File: config.mk
export PLATFORM = sky130hd
export DESIGN_NAME = owire_txn_seq
export DESIGN_NICKNAME = d
export VERILOG_FILES = /design/src/rtl/owseq_pkg.sv /design/src/rtl/owseq_rom_decode.sv /design/src/rtl/owseq_id_match.sv /design/src/rtl/owseq_fwd_reg.sv /design/src/rtl/owire_txn_seq.sv
export SDC_FILE = /design/constraint.sdc
export NUM_CORES = 1
export LEC_CHECK = 0
export BUFFER_PORTS_ARGS = -buffer_cell sky130_fd_sc_hd__buf_2
export CORE_ASPECT_RATIO = 2
export CORE_MARGIN = 5
export CORE_UTILIZATION = 45
export CTS_BUF_LIST = sky130_fd_sc_hd__clkbuf_4
export DETAILED_ROUTE_END_ITERATION = 16
export GPL_ROUTABILITY_DRIVEN = 0
export PLACE_DENSITY_LB_ADDON = 0.2
export SLEW_MARGIN = 20
export SYNTH_ARGS = -nofsm -noshare
export SYNTH_HDL_FRONTEND = slang
export SYNTH_SLANG_ARGS = --single-unit
File: constraint.sdc
create_clock -name clk -period 2.8 [get_ports clk]
set_clock_uncertainty 0.15 [all_clocks]
set_input_delay 0.56 -clock clk [delete_from_list [all_inputs] [get_ports clk]]
set_output_delay 0.56 -clock clk [all_outputs]
set_load 0.02 [all_outputs]
File: src/rtl/owseq_pkg.sv
package owseq_pkg;

    typedef enum logic [2:0] {
        ST_HALT,
        ST_ROM,
        ST_MATCH,
        ST_SEARCH,
        ST_FCMD,
        ST_FDATA
    } seq_state_t;

    typedef enum logic [2:0] {
        RC_NONE,
        RC_READ,
        RC_MATCH,
        RC_SKIP,
        RC_SEARCH,
        RC_ALARM
    } rom_cmd_t;

    typedef struct packed {
        logic       valid;
        logic       is_cmd;
        logic [7:0] data;
    } fwd_t;

    localparam logic [7:0] CODE_READ   = 8'h33;
    localparam logic [7:0] CODE_MATCH  = 8'h55;
    localparam logic [7:0] CODE_SKIP   = 8'hCC;
    localparam logic [7:0] CODE_SEARCH = 8'hF0;
    localparam logic [7:0] CODE_ALARM  = 8'hEC;

    function automatic rom_cmd_t classify(input logic [7:0] b);
        case (b)
            CODE_READ:   return RC_READ;
            CODE_MATCH:  return RC_MATCH;
            CODE_SKIP:   return RC_SKIP;
            CODE_SEARCH: return RC_SEARCH;
            CODE_ALARM:  return RC_ALARM;
            default:     return RC_NONE;
        endcase
    endfunction

endpackage

File: src/rtl/owseq_rom_decode.sv
module owseq_rom_decode
    import owseq_pkg::*;
(
    input  logic [7:0] code,
    output rom_cmd_t   cmd
);
    always_comb cmd = classify(code);
endmodule

File: src/rtl/owseq_id_match.sv
module owseq_id_match #(
    parameter  int ID_BYTES = 8,
    localparam int ID_W     = ID_BYTES * 8,
    localparam int CW       = $clog2(ID_BYTES)
) (
    input  logic            clk,
    input  logic            rst,
    input  logic            clear,
    input  logic            take,
    input  logic [7:0]      byte_in,
    input  logic [ID_W-1:0] id,
    output logic            last,
    output logic            all_ok
);
    logic [CW-1:0] idx;
    logic          bad;
    logic          byte_ok;

    always_comb begin
        byte_ok = (byte_in == id[int'(idx)*8 +: 8]);
        last    = (int'(idx) == ID_BYTES - 1);
        all_ok  = !bad && byte_ok;
    end

    always_ff @(posedge clk) begin
        if (rst || clear) begin
            idx <= '0;
            bad <= 1'b0;
        end else if (take) begin
            idx <= idx + CW'(1);
            bad <= bad | !byte_ok;
        end
    end
endmodule

File: src/rtl/owseq_fwd_reg.sv
module owseq_fwd_reg
    import owseq_pkg::*;
(
    input  logic       clk,
    input  logic       rst,
    input  logic       load,
    input  logic       is_cmd,
    input  logic [7:0] data,
    output logic       func_valid,
    output logic       func_is_cmd,
    output logic [7:0] func_byte
);
    fwd_t q;

    always_ff @(posedge clk) begin
        if (rst) begin
            q <= '0;
        end else begin
            q.valid <= load;
            if (load) begin
                q.is_cmd <= is_cmd;
                q.data   <= data;
            end
        end
    end

    assign func_valid  = q.valid;
    assign func_is_cmd = q.is_cmd;
    assign func_byte   = q.data;
endmodule

File: src/rtl/owire_txn_seq.sv
module owire_txn_seq
    import owseq_pkg::*;
#(
    parameter  int ID_BYTES = 8,
    localparam int ID_W     = ID_BYTES * 8
) (
    input  logic            clk,
    input  logic            rst,
    input  logic            bus_reset,
    input  logic [7:0]      rx_byte,
    input  logic            rx_valid,
    input  logic            alarm_flag,
    input  logic            search_done,
    input  logic [ID_W-1:0] dev_id,
    output logic            presence_req,
    output logic            selected,
    output logic            search_active,
    output logic            tx_id_req,
    output logic [ID_W-1:0] tx_id_data,
    output logic [7:0]      func_byte,
    output logic            func_valid,
    output logic            func_is_cmd
);
    seq_state_t state;
    rom_cmd_t   cmd;
    logic       m_last, m_ok, m_clear, m_take;
    logic       fwd_load;

    owseq_rom_decode u_dec (.code(rx_byte), .cmd(cmd));

    always_comb begin
        m_clear  = bus_reset || (state == ST_ROM && rx_valid && cmd == RC_MATCH);
        m_take   = !bus_reset && rx_valid && state == ST_MATCH;
        fwd_load = !bus_reset && rx_valid && (state == ST_FCMD || state == ST_FDATA);
    end

    owseq_id_match #(.ID_BYTES(ID_BYTES)) u_match (
        .clk(clk), .rst(rst), .clear(m_clear), .take(m_take),
        .byte_in(rx_byte), .id(dev_id), .last(m_last), .all_ok(m_ok)
    );

    owseq_fwd_reg u_fwd (
        .clk(clk), .rst(rst), .load(fwd_load), .is_cmd(state == ST_FCMD),
        .data(rx_byte), .func_valid(func_valid), .func_is_cmd(func_is_cmd),
        .func_byte(func_byte)
    );

    always_ff @(posedge clk) begin
        if (rst) begin
            state        <= ST_HALT;
            presence_req <= 1'b0;
            tx_id_req    <= 1'b0;
            tx_id_data   <= '0;
        end else begin
            presence_req <= bus_reset;
            tx_id_req    <= 1'b0;
            if (bus_reset) begin
                state <= ST_ROM;
            end else begin
                case (state)
                    ST_ROM: if (rx_valid) begin
                        case (cmd)
                            RC_READ: begin
                                tx_id_req  <= 1'b1;
                                tx_id_data <= dev_id;
                                state      <= ST_FCMD;
                            end
                            RC_MATCH:  state <= ST_MATCH;
                            RC_SKIP:   state <= ST_FCMD;
                            RC_SEARCH: state <= ST_SEARCH;
                            RC_ALARM:  state <= alarm_flag ? ST_SEARCH : ST_HALT;
                            default:   state <= ST_HALT;
                        endcase
                    end
                    ST_MATCH:  if (rx_valid && m_last) state <= m_ok ? ST_FCMD : ST_HALT;
                    ST_SEARCH: if (search_done) state <= ST_HALT;
                    ST_FCMD:   if (rx_valid) state <= ST_FDATA;
                    default: ;
                endcase
            end
        end
    end

    assign selected      = (state == ST_FCMD) || (state == ST_FDATA);
    assign search_active = (state == ST_SEARCH);
endmodule

==> out/results.tsv, run 1 <==
stage	metric	value	unit
floorplanning	Die Wd	74.10	microns
route	DR DRC count	0	
clock_tree	clk sinks	83	
critical_path	Crit-path slowest cell	mux4_2	
logic_synthesis	most frequent cell after synthesis	nand2_1	
logic_synthesis	Synth Cell Area	3697	sq um
critical_path	CP Data Arrival Time	2.70	ns
logic_synthesis	number of synthesized flops with an enable pin	0	
floorplanning	Initial Util	0.4622	
logic_synthesis	YS warnings	0	
clock_tree	Max Root-Sink Buffers	2	
critical_path	Req. time, crit path	3.04	ns
logic_synthesis	Area contributors post-synth	dfxtp_1 (45%), nand2_1 (15%), a21oi_1 (9.9%), mux4_2 (4.9%), mux2i_1 (4.3%)	
floorplanning	# rows	46	
timing	Slew Limit Fails	0	
critical_path	slowest stage delay, CP	0.54	ns
timing	Worst-Margin Slew	0.6792	ns
global_route	initial antenna violation count	0	
logic_synthesis	synth cell count leaders	nand2_1 (151), dfxtp_1 (83), a21oi_1 (73)	
final_layout	Area growth, synth to finish	26.97	%
outcome	status	completed	
final_layout	FF/Latch Area	1662	sq um
timing	Max-slew headroom	0.5472	
clock_tree	clock root buffer master	clkbuf_4	
pwr	leakage power	2.016	nW
flow_run	Max-cap violations	0	
floorplanning	Die ar.	10240	sq um
critical_path	CP endpoint kind	flop	
critical_path	Reg2Reg Setup Slack	0.34	ns
route	Initial DRT Pass Iterations	4	
clock_tree	CTS buffer count	9	
route	drt total wl	11480	microns
global_route	largest net degree at the start of global routing	65	
timing	Final min period	2.461	ns
final_layout	layout cell share with drive strength beyond 1	0.3300	
clock_tree	Max H-tree Level	3	
clock_tree	CTS clock-pin slew for the worst setup and hold paths	0.14	ns
timing	RSZ-0062 raised after global routing	false	
logic_synthesis	Net Count, Synth	524	
clock_tree	CTS resizes	0	
route	antenna-violating nets left	0	
route	met2 WL	6137	microns
logic_synthesis	count of cell types in the netlist	44	
global_route	first-pass GRT wire length	17680	microns
route	met1 WL	4080	microns
timing	total negative slack	0	ns
clock_tree	setup bufs post-CTS	0	
floorplanning	die outline height	138.2	microns
route	wire length on met3	860	microns
floorplanning	CORE AREA	8000	sq um
hold_path	Worst Hold Class	in -> reg	
global_route	total track usage	0.2229	
placement	Port Buf Inserts	155	
route	Vias/cell	5.325	
timing	Max Fclk	406.4	MHz
final_layout	# diodes	0	
logic_synthesis	syn_area_per_cell	8.327	sq um
route	initial DRC count	227	
floorplanning	# IOs	156	
final_layout	Final #Nets	669	
clock_tree	Skew-Pair Late Insertion Delay	0.45	ns
logic_synthesis	#FFs+latches synth	83	
route	routed vias	3674	
critical_path	CP startpoint kind	flop	
timing	Fin. Hold Viols	0	
critical_path	Cell Chain, Critical Path	buf_12 > mux4_2 > mux2i_1 > xor2_1 > nand4_1 > nor4_2 > a41o_1	
clock_tree	TritonCTS clock tree	yes	
logic_synthesis	sequential area share after synthesis	0.4494	
final_layout	Final Util	0.5868	
pwr	Worst IR Drop VDD	0.2961	mV
critical_path	Worst Setup Path Type	reg -> reg	
global_route	vias in the first global route	3571	
critical_path	CP Max Fanout	13	
logic_synthesis	Syn Inst Count	444	
route	Max Used Layer	met4	
timing	setup violators final	0	
route	WL/cell	16.63	microns
placement	Final HPWL DP	8858	microns
logic_synthesis	Synth async-reset ratio	0	
pwr	PD cells	458.3	nW/um^2
logic_synthesis	top_reg_cell synth	dfxtp_1	
final_layout	Filler cells	766	
logic_synthesis	cell taking the most area after synthesis	dfxtp_1	
logic_synthesis	top-area cell type share of the netlist area	0.4494	
global_route	grt total ovfl	0	
final_layout	area taken by multi-input logic gates	1873	sq um
clock_tree	Hold-fix buffers, CTS	0	
timing	final period utilization	0.8789	
critical path: cells and delay by family (launching register included):
kind | cells | cell delay, ns
buf+inv | 1 | 0.20
mux | 2 | 0.73
simple gates | 2 | 0.46
flops | 1 | 0.49
xor+xnor | 1 | 0.15
compound gates | 1 | 0.20
sequential cells by signal, indices dropped and copies added, names as in the netlist:
| name | count |
|---|---|
| presence_req | 1 |
| state | 3 |
| tx_id_data | 64 |
| tx_id_req | 1 |
| u_fwd.func_byte | 8 |
| u_fwd.func_is_cmd | 1 |
| u_fwd.func_valid | 1 |
| u_match.bad | 1 |
| u_match.idx | 3 |
layout make-up:
class,instances,area share
Sequential cell,83,0.3539
Multi-Input combinational cell,328,0.3990
Timing Repair Buffer,163,0.1834
Tap cell,96,0.02559
Inverter,4,0.003198
Clock inverter,6,0.01892
Clock buffer,10,0.01599
layout by cell type (no fill, tap or decap), drive strengths merged, types with 3 or more instances in the layout:
cell type,Yosys,layout
buf,12,163
nor2,12,12
nand2,151,151
o21ai,4,4
nor3,3,3
a21oi,73,73
dfxtp,83,83
xor2,5,5
mux4,9,9
o22ai,3,3
mux2,6,6
inv,4,5
clkbuf,17,10
mux2i,16,16
nor2b,7,7
a211oi,3,3
or3,3,3
nor3b,3,3
a22o,4,4
path summary, 6_finish.rpt:
kind,from,endpoint,cells past startpoint
setup reg to reg,u_match.idx[0]$_SDFFE_PP0P_,state[2]$_SDFFE_PP0P_,7
hold reg to reg,tx_id_data[58]$_SDFFE_PP0P_,tx_id_data[58]$_SDFFE_PP0P_,2
setup / recovery,u_match.idx[0]$_SDFFE_PP0P_,state[2]$_SDFFE_PP0P_,7
hold / removal,dev_id[63],tx_id_data[63]$_SDFFE_PP0P_,3
stage by stage:
| stage | cell area, sq um | worst slack [ns] | std cells | power [mW] | hold slack [ns] |
|---|---|---|---|---|---|
| 2_1_floorplan | 3697 | 0.6886 | 444 | 1.280 | 0.2749 |
| 3_3_place_gp | 4531 | 0.3864 | 674 | 1.375 | 0.2852 |
| 3_5_place_dp | 4531 | 0.3438 | 674 | 1.377 | 0.2896 |
| 4_1_cts | 4695 | 0.3277 | 690 | 2.171 | 0.1685 |
| 5_1_grt | 4695 | 0.2323 | 690 | 2.243 | 0.1533 |
| 6_report | 4695 | 0.3392 | 690 | 2.151 | 0.1889 |
cells by family (layout without fill, tap and decap cells):
logic type	Yosys count	count (layout)	share of synthesized area
muxes	31	31	0.1174
adders and majority gates	2	2	0.006767
buffers and inverters	33	183	0.04568
DFF	83	83	0.4494
xor gates and xnor gates	6	6	0.01421
and+or+nand+nor	192	192	0.2193
AOI/OAI and AO/OA	97	97	0.1472
power by group:
group / internal [mW] / total, mW / switching [mW] / leakage [nW]
registers: 1.18 / 1.19 / 0.00294 / 0.669
logic: 0.0759 / 0.167 / 0.0908 / 1.26
clock network: 0.373 / 0.799 / 0.425 / 0.0830
total: 1.63 / 2.15 / 0.519 / 2.02
per-layer routing:
metal / up-vias / GRT usage
li1: 1808 / -
met1: 1710 / 0.2361
met2: 128 / 0.3904
met3: 28 / 0.06821
met4: 0 / 0.09742
met5: - / 0
(Power assumes the default switching activity.)
==> inputs of run 2 (changes only) <==
--- a/config.mk
+++ b/config.mk
@@ -5,7 +5,7 @@
 export SDC_FILE = /design/constraint.sdc
 export NUM_CORES = 1
 export LEC_CHECK = 0
-export BUFFER_PORTS_ARGS = -buffer_cell sky130_fd_sc_hd__buf_2
+export BUFFER_PORTS_ARGS = -buffer_cell sky130_fd_sc_hd__buf_4
 export CORE_ASPECT_RATIO = 2
 export CORE_MARGIN = 5
 export CORE_UTILIZATION = 45
==> run 2 against run 1 <==
Against the previous run:
- first-iteration DRC count grew 11%
- count of clock-buffer cells in the layout grew 1
- non-clock buffer count is the same
- sequential power is essentially flat
- critical path type unchanged
==> out/results.tsv, run 2 (synthesis results as in run 1) <==
stage	metric	value	unit	change
outcome	status	completed		unchanged
timing	total negative slack	0	ns	unchanged
timing	Max Fclk	397.4	MHz	was 406.4 MHz
clock_tree	CTS resizes	0		unchanged
final_layout	area taken by multi-input logic gates	1873	sq um	unchanged
pwr	leakage power	2.041	nW	was 2.016 nW
final_layout	most common cell after layout, fill and taps aside	buf_4		was buf_2
flow_run	Max-cap violations	0		unchanged
floorplanning	Initial Util	0.4622		unchanged
floorplanning	# IOs	156		unchanged
global_route	total track usage	0.2439		was 0.2229
timing	final period utilization	0.8986		was 0.8789
timing	RSZ-0062 raised after global routing	false		unchanged
critical_path	slowest stage delay, CP	0.67	ns	was 0.54 ns
route	drt total wl	12120	microns	was 11480 microns
clock_tree	CTS clock-pin slew for the worst setup and hold paths	0.12	ns	was 0.14 ns
hold_path	Worst Hold Class	in -> reg		unchanged
route	DR DRC count	0		unchanged
final_layout	max reg flops	64		unchanged
clock_tree	clock root buffer master	clkbuf_4		unchanged
timing	Final min period	2.516	ns	was 2.461 ns
clock_tree	Skew-Pair Late Insertion Delay	0.44	ns	was 0.45 ns
clock_tree	Max Root-Sink Buffers	2		unchanged
floorplanning	Die ar.	10240	sq um	unchanged
critical_path	Crit path max-delay family	multiplexers		unchanged
timing	setup violators final	0		unchanged
critical_path	Crit-path slowest cell	mux4_1		was mux4_2
placement	placed cell count	674		unchanged
pwr	PD cells	396.2	nW/um^2	was 458.3 nW/um^2
floorplanning	Die Wd	74.10	microns	unchanged
hold_path	Worst Hold Launch	bus_reset		was dev_id[63]
global_route	grt total ovfl	0		unchanged
final_layout	Final #Nets	669		unchanged
critical_path	FF-to-FF Start	u_match.idx[0]$_SDFFE_PP0P_		unchanged
floorplanning	die outline height	138.2	microns	unchanged
floorplanning	CORE AREA	8000	sq um	unchanged
route	routed vias	3721		was 3674
global_route	first-pass GRT wire length	19100	microns	was 17680 microns
timing	setup ws final	0.2838	ns	was 0.3392 ns
hold_path	Hold Path End	state[1]$_SDFFE_PP0P_		was tx_id_data[63]$_SDFFE_PP0P_
final_layout	non-filler cells, final	691		was 690
critical_path	Worst R2R End	state[2]$_SDFFE_PP0P_		unchanged
critical_path	R2R depth	6		was 7
final_layout	FF/Latch Area	1662	sq um	unchanged
critical_path	Worst Setup Path Type	reg -> reg		unchanged
pwr	Worst IR Drop VDD	0.3600	mV	was 0.2961 mV
hold_path	WHS Path Cells	2		was 3
placement	Post-Place Worst Slack	0.2977	ns	was 0.3438 ns
final_layout	Area growth, synth to finish	35.80	%	was 26.97%
global_route	initial antenna violation count	1		was 0
timing	Worst-Margin Slew	0.6627	ns	was 0.6792 ns
clock_tree	CTS buffer count	9		unchanged
timing	Slew Limit Fails	0		unchanged
critical_path	CP endpoint kind	flop		unchanged
clock_tree	TritonCTS clock tree	yes		unchanged
clock_tree	Hold-fix buffers, CTS	0		unchanged
global_route	largest net degree at the start of global routing	65		unchanged
critical_path	Req. time, crit path	3.05	ns	was 3.04 ns
route	antenna-violating nets left	0		unchanged
critical_path	CP Max Fanout	8		was 13
final_layout	Filler cells	725		was 766
placement	Port Buf Inserts	155		unchanged
final_layout	layout cell share with drive strength beyond 1	0.3266		was 0.3300
final_layout	highest-count cells in the layout ignoring fill and taps	buf_4 (162), nand2_1 (151), dfxtp_1 (83), a21oi_1 (73), mux2i_1 (16)		was buf_2 (155), nand2_1 (151), dfxtp_1 (83), a21oi_1 (73), mux2i_1 (16)
critical_path	Cell Chain, Critical Path	mux4_1 > mux2i_1 > xor2_1 > nand4_1 > nor4_2 > a41o_1		was buf_12 > mux4_2 > mux2i_1 > xor2_1 > nand4_1 > nor4_2 > a41o_1
critical_path	CP startpoint kind	flop		unchanged
global_route	vias in the first global route	3795		was 3571
route	Vias/cell	5.385		was 5.325
final_layout	largest register by flop count	tx_id_data		unchanged
critical_path	Reg2Reg Setup Slack	0.28	ns	was 0.34 ns
timing	Fin. Hold Viols	0		unchanged
placement	Final HPWL DP	9394	microns	was 8858 microns
clock_tree	Max H-tree Level	3		unchanged
route	WL/cell	17.54	microns	was 16.63 microns
clock_tree	setup bufs post-CTS	0		unchanged
timing	Max-slew headroom	0.5582		was 0.5472
critical_path	CP Data Arrival Time	2.76	ns	was 2.70 ns
clock_tree	clk sinks	83		unchanged
floorplanning	# rows	46		unchanged
route	initial DRC count	253		was 227
critical_path	Worst Path Buf+Inv	0		was 1
route	Initial DRT Pass Iterations	4		unchanged
==> run 2: cell count changes in the layout (fill, tap and decap cells not counted) <==
cell        change
clkinv_1        +2
bufinv_16       -2
clkbuf_4        +1
clkinv_2        -1
inv_6           -1
buf_4         +156
clkinvlp_4      +1
buf_2         -155
diode_2         +1
buf_12          -1
==> run 2: worst max-delay path by stage <==
stage,slack (ns),end,startpoint,cells past startpoint
CTS,0.26,state[2]$_SDFFE_PP0P_,u_match.idx[0]$_SDFFE_PP0P_,6
global placement,0.35,state[2]$_SDFFE_PP0P_,u_match.idx[0]$_SDFFE_PP0P_,6
finish,0.28,state[2]$_SDFFE_PP0P_,u_match.idx[0]$_SDFFE_PP0P_,6
floorplan,0.69,state[2]$_SDFFE_PP0P_,dev_id[12],6
global route,0.17,state[2]$_SDFFE_PP0P_,u_match.idx[0]$_SDFFE_PP0P_,6
detailed placement,0.30,state[2]$_SDFFE_PP0P_,u_match.idx[0]$_SDFFE_PP0P_,6
==> run 2: stage by stage <==
stage | cell area, sq um | util | power, mW | hold WS, ns
after floorplan | 3697 | - | 1.280 | 0.2749
after global placement | 4906 | 0.6132 | 1.409 | 0.2840
after detailed placement | 4906 | 0.6132 | 1.412 | 0.2935
after CTS | 5019 | 0.6273 | 2.011 | 0.1688
after global routing | 5021 | 0.6276 | 2.070 | 0.1885
final | 5021 | 0.6276 | 1.989 | 0.2004
==> run 2: final cells by class <==
class / count / area share
antenna: 1 / 0.0004984
clock buffer: 11 / 0.01645
clock inverter: 5 / 0.005981
inverter: 4 / 0.002990
multi-input combinational: 328 / 0.3730
sequential: 83 / 0.3309
tap: 96 / 0.02392
timing repair buffer: 163 / 0.2462
==> run 2: report_power, final <==
group          total (mW)  switching (mW)  internal [mW]
clock network       0.602           0.406          0.196
logic               0.201          0.0952          0.106
registers            1.19         0.00279           1.18
total                1.99           0.504           1.49
==> run 2: metal layers <==
metal  vias up  part of all wire  global-route usage
li1       1800                 -                   -
met1      1752              0.34              0.2551
met2       133              0.54              0.4256
met3        36             0.072             0.06023
met4         0             0.046              0.1356
met5         -                 0                   0
==> inputs of run 3 (changes only) <==
--- a/config.mk
+++ b/config.mk
@@ -6,7 +6,7 @@
 export NUM_CORES = 1
 export LEC_CHECK = 0
 export BUFFER_PORTS_ARGS = -buffer_cell sky130_fd_sc_hd__buf_4
-export CORE_ASPECT_RATIO = 2
+export CORE_ASPECT_RATIO = 1.4
 export CORE_MARGIN = 5
 export CORE_UTILIZATION = 45
 export CTS_BUF_LIST = sky130_fd_sc_hd__clkbuf_4
==> run 3 against run 2 <==
Against the previous run:
- total power fell by 0.72%
- fmax rose by 5.1%
- count of clock-buffer cells in the layout fell by 1
- worst setup slack improved by 0.12 ns
- critical path type unchanged
- largest power group unchanged
- combinational power barely moved
- global-route usage fell by 1.6 points
==> out/results.tsv, run 3 (synthesis results as in run 1) <==
stage	metric	value	unit	change
clock_tree	setup bufs post-CTS	0		unchanged
global_route	initial antenna violation count	0		was 1
floorplanning	# IOs	156		unchanged
critical_path	CP Max Fanout	14		was 8
clock_tree	clk sinks	83		unchanged
pwr	sequential power share	0.600		was 0.596
hold_path	Worst Hold Launch	bus_reset		unchanged
pwr	Worst IR Drop VDD	0.3059	mV	was 0.3600 mV
timing	Max-slew headroom	0.5828		was 0.5582
floorplanning	Die Wd	86.61	microns	was 74.10 microns
pwr	Clk pwr share	0.297		was 0.303
route	initial DRC count	244		was 253
global_route	total track usage	0.2284		was 0.2439
pwr	Sw Ratio	0.2533		was 0.2532
final_layout	Filler cells	741		was 725
flow_run	Max-cap violations	0		unchanged
pwr	internal cell power	1.475	mW	was 1.485 mW
critical_path	CP startpoint kind	flop		unchanged
final_layout	most common cell after layout, fill and taps aside	buf_4		unchanged
global_route	first-pass GRT wire length	17970	microns	was 19100 microns
timing	Fin. Hold Viols	0		unchanged
pwr	PD cells	392.7	nW/um^2	was 396.2 nW/um^2
clock_tree	TritonCTS clock tree	yes		unchanged
timing	total negative slack	0	ns	unchanged
critical_path	Reg2Reg Setup Slack	0.41	ns	was 0.28 ns
placement	Final HPWL DP	8958	microns	was 9394 microns
timing	RSZ-0062 raised after global routing	false		unchanged
route	Vias/cell	5.244		was 5.385
critical_path	Req. time, crit path	3.04	ns	was 3.05 ns
route	WL/cell	16.54	microns	was 17.54 microns
final_layout	Final Cell Area	5029	sq um	was 5021 sq um
floorplanning	Die ar.	10150	sq um	was 10240 sq um
placement	Post-Place Worst Slack	0.4051	ns	was 0.2977 ns
clock_tree	Max H-tree Level	3		unchanged
placement	Port Buf Inserts	155		unchanged
critical_path	Worst R2R End	state[2]$_SDFFE_PP0P_		unchanged
timing	final period utilization	0.8550		was 0.8986
floorplanning	# rows	39		was 46
clock_tree	Hold-fix buffers, CTS	0		unchanged
global_route	grt total ovfl	0		unchanged
final_layout	max reg flops	64		unchanged
route	antenna-violating nets left	0		unchanged
critical_path	R2R depth	6		unchanged
pwr	Gate power share	0.102		was 0.101
final_layout	largest register by flop count	tx_id_data		unchanged
critical_path	FF-to-FF Start	u_match.idx[1]$_SDFFE_PP0P_		was u_match.idx[0]$_SDFFE_PP0P_
hold_path	Hold Path End	state[1]$_SDFFE_PP0P_		unchanged
final_layout	Final Util	0.6208		was 0.6276
final_layout	highest-count cells in the layout ignoring fill and taps	buf_4 (163), nand2_1 (151), dfxtp_1 (83), a21oi_1 (73), mux2i_1 (16)		was buf_4 (162), nand2_1 (151), dfxtp_1 (83), a21oi_1 (73), mux2i_1 (16)
critical_path	CP Data Arrival Time	2.63	ns	was 2.76 ns
timing	setup violators final	0		unchanged
global_route	largest net degree at the start of global routing	50		was 65
floorplanning	die outline height	117.3	microns	was 138.2 microns
global_route	vias in the first global route	3590		was 3795
clock_tree	Max Root-Sink Buffers	2		unchanged
critical_path	Worst Setup Path Type	reg -> reg		unchanged
timing	Worst-Margin Slew	0.6249	ns	was 0.6627 ns
final_layout	Area growth, synth to finish	36.01	%	was 35.80%
outcome	status	completed		unchanged
pwr	leakage power	2.058	nW	was 2.041 nW
final_layout	area taken by multi-input logic gates	1873	sq um	unchanged
timing	Max Fclk	417.7	MHz	was 397.4 MHz
clock_tree	Skew-Pair Late Insertion Delay	0.43	ns	was 0.44 ns
floorplanning	Initial Util	0.4564		was 0.4622
final_layout	non-filler cells, final	697		was 691
route	Initial DRT Pass Iterations	5		was 4
critical_path	CP endpoint kind	flop		unchanged
clock_tree	CTS resizes	0		unchanged
timing	Slew Limit Fails	0		unchanged
timing	worst hold slack	0.2021	ns	was 0.2004 ns
final_layout	FF/Latch Area	1662	sq um	unchanged
route	drt total wl	11530	microns	was 12120 microns
hold_path	WHS Path Cells	2		unchanged
placement	placed inst area	4921	sq um	was 4906 sq um
clock_tree	CTS buffer count	9		unchanged
timing	setup ws final	0.4060	ns	was 0.2838 ns
final_layout	layout cell share with drive strength beyond 1	0.3294		was 0.3266
pwr	sw power	500.3	uW	was 503.7 uW
route	DR DRC count	0		unchanged
clock_tree	CTS clock-pin slew for the worst setup and hold paths	0.12	ns	about the same
placement	placed cell count	681		was 674
hold_path	Worst Hold Class	in -> reg		unchanged
floorplanning	CORE AREA	8100	sq um	was 8000 sq um
clock_tree	clock root buffer master	clkbuf_4		unchanged
timing	Final min period	2.394	ns	was 2.516 ns
route	routed vias	3655		was 3721
final_layout	Final #Nets	670		was 669
pwr	total power	1.975	mW	was 1.989 mW
final_layout	# diodes	0		was 1
-- run 3: changes by cell type in the layout (fill, tap and decap cells not counted), sizes merged --
cell / delta
clkbuf: -1
clkinv: +4
diode: -1
buf: +1
clkinvlp: -3
-- run 3: worst max-delay path: stages (launching register included) --
cell and delay [ns]:
dfxtp_1 0.74, mux2i_1 0.17, mux4_2 0.49, xor2_1 0.15
nand4_1 0.11, nor4_2 0.33, a41o_1 0.20
-- run 3: routing by layer --
layer,global-route usage,vias to the layer above,share of wire
li1,-,1800,-
met1,0.2595,1702,0.37
met2,0.3927,132,0.52
met3,0.06723,21,0.078
met4,0.1060,0,0.025
met5,0,-,0
-- run 3: worst max path at each step --
stage / startpoint / endpoint
after floorplan: dev_id[12] / state[2]$_SDFFE_PP0P_
after global placement: dev_id[12] / state[2]$_SDFFE_PP0P_
after detailed placement: dev_id[12] / state[2]$_SDFFE_PP0P_
after CTS: u_match.idx[0]$_SDFFE_PP0P_ / state[2]$_SDFFE_PP0P_
after global routing: u_match.idx[1]$_SDFFE_PP0P_ / state[2]$_SDFFE_PP0P_
final: u_match.idx[1]$_SDFFE_PP0P_ / state[2]$_SDFFE_PP0P_
-- run 3: final cells by class --
class                      count  area share
clock buffer                  10     0.01493
tap                          102     0.02538
timing repair buffer         164      0.2473
sequential                    83      0.3304
inverter                       4    0.002986
multi-input combinational    328      0.3725
clock inverter                 6    0.006469
-- run 3: power by group through the flow --
stage	sequential, mW	combinational [mW]	clock (mW)
after floorplan	1.21	0.0673	0
after global placement	1.21	0.199	0
after detailed placement	1.21	0.200	0
after CTS	1.19	0.201	0.604
after global routing	1.19	0.216	0.662
final	1.19	0.202	0.587
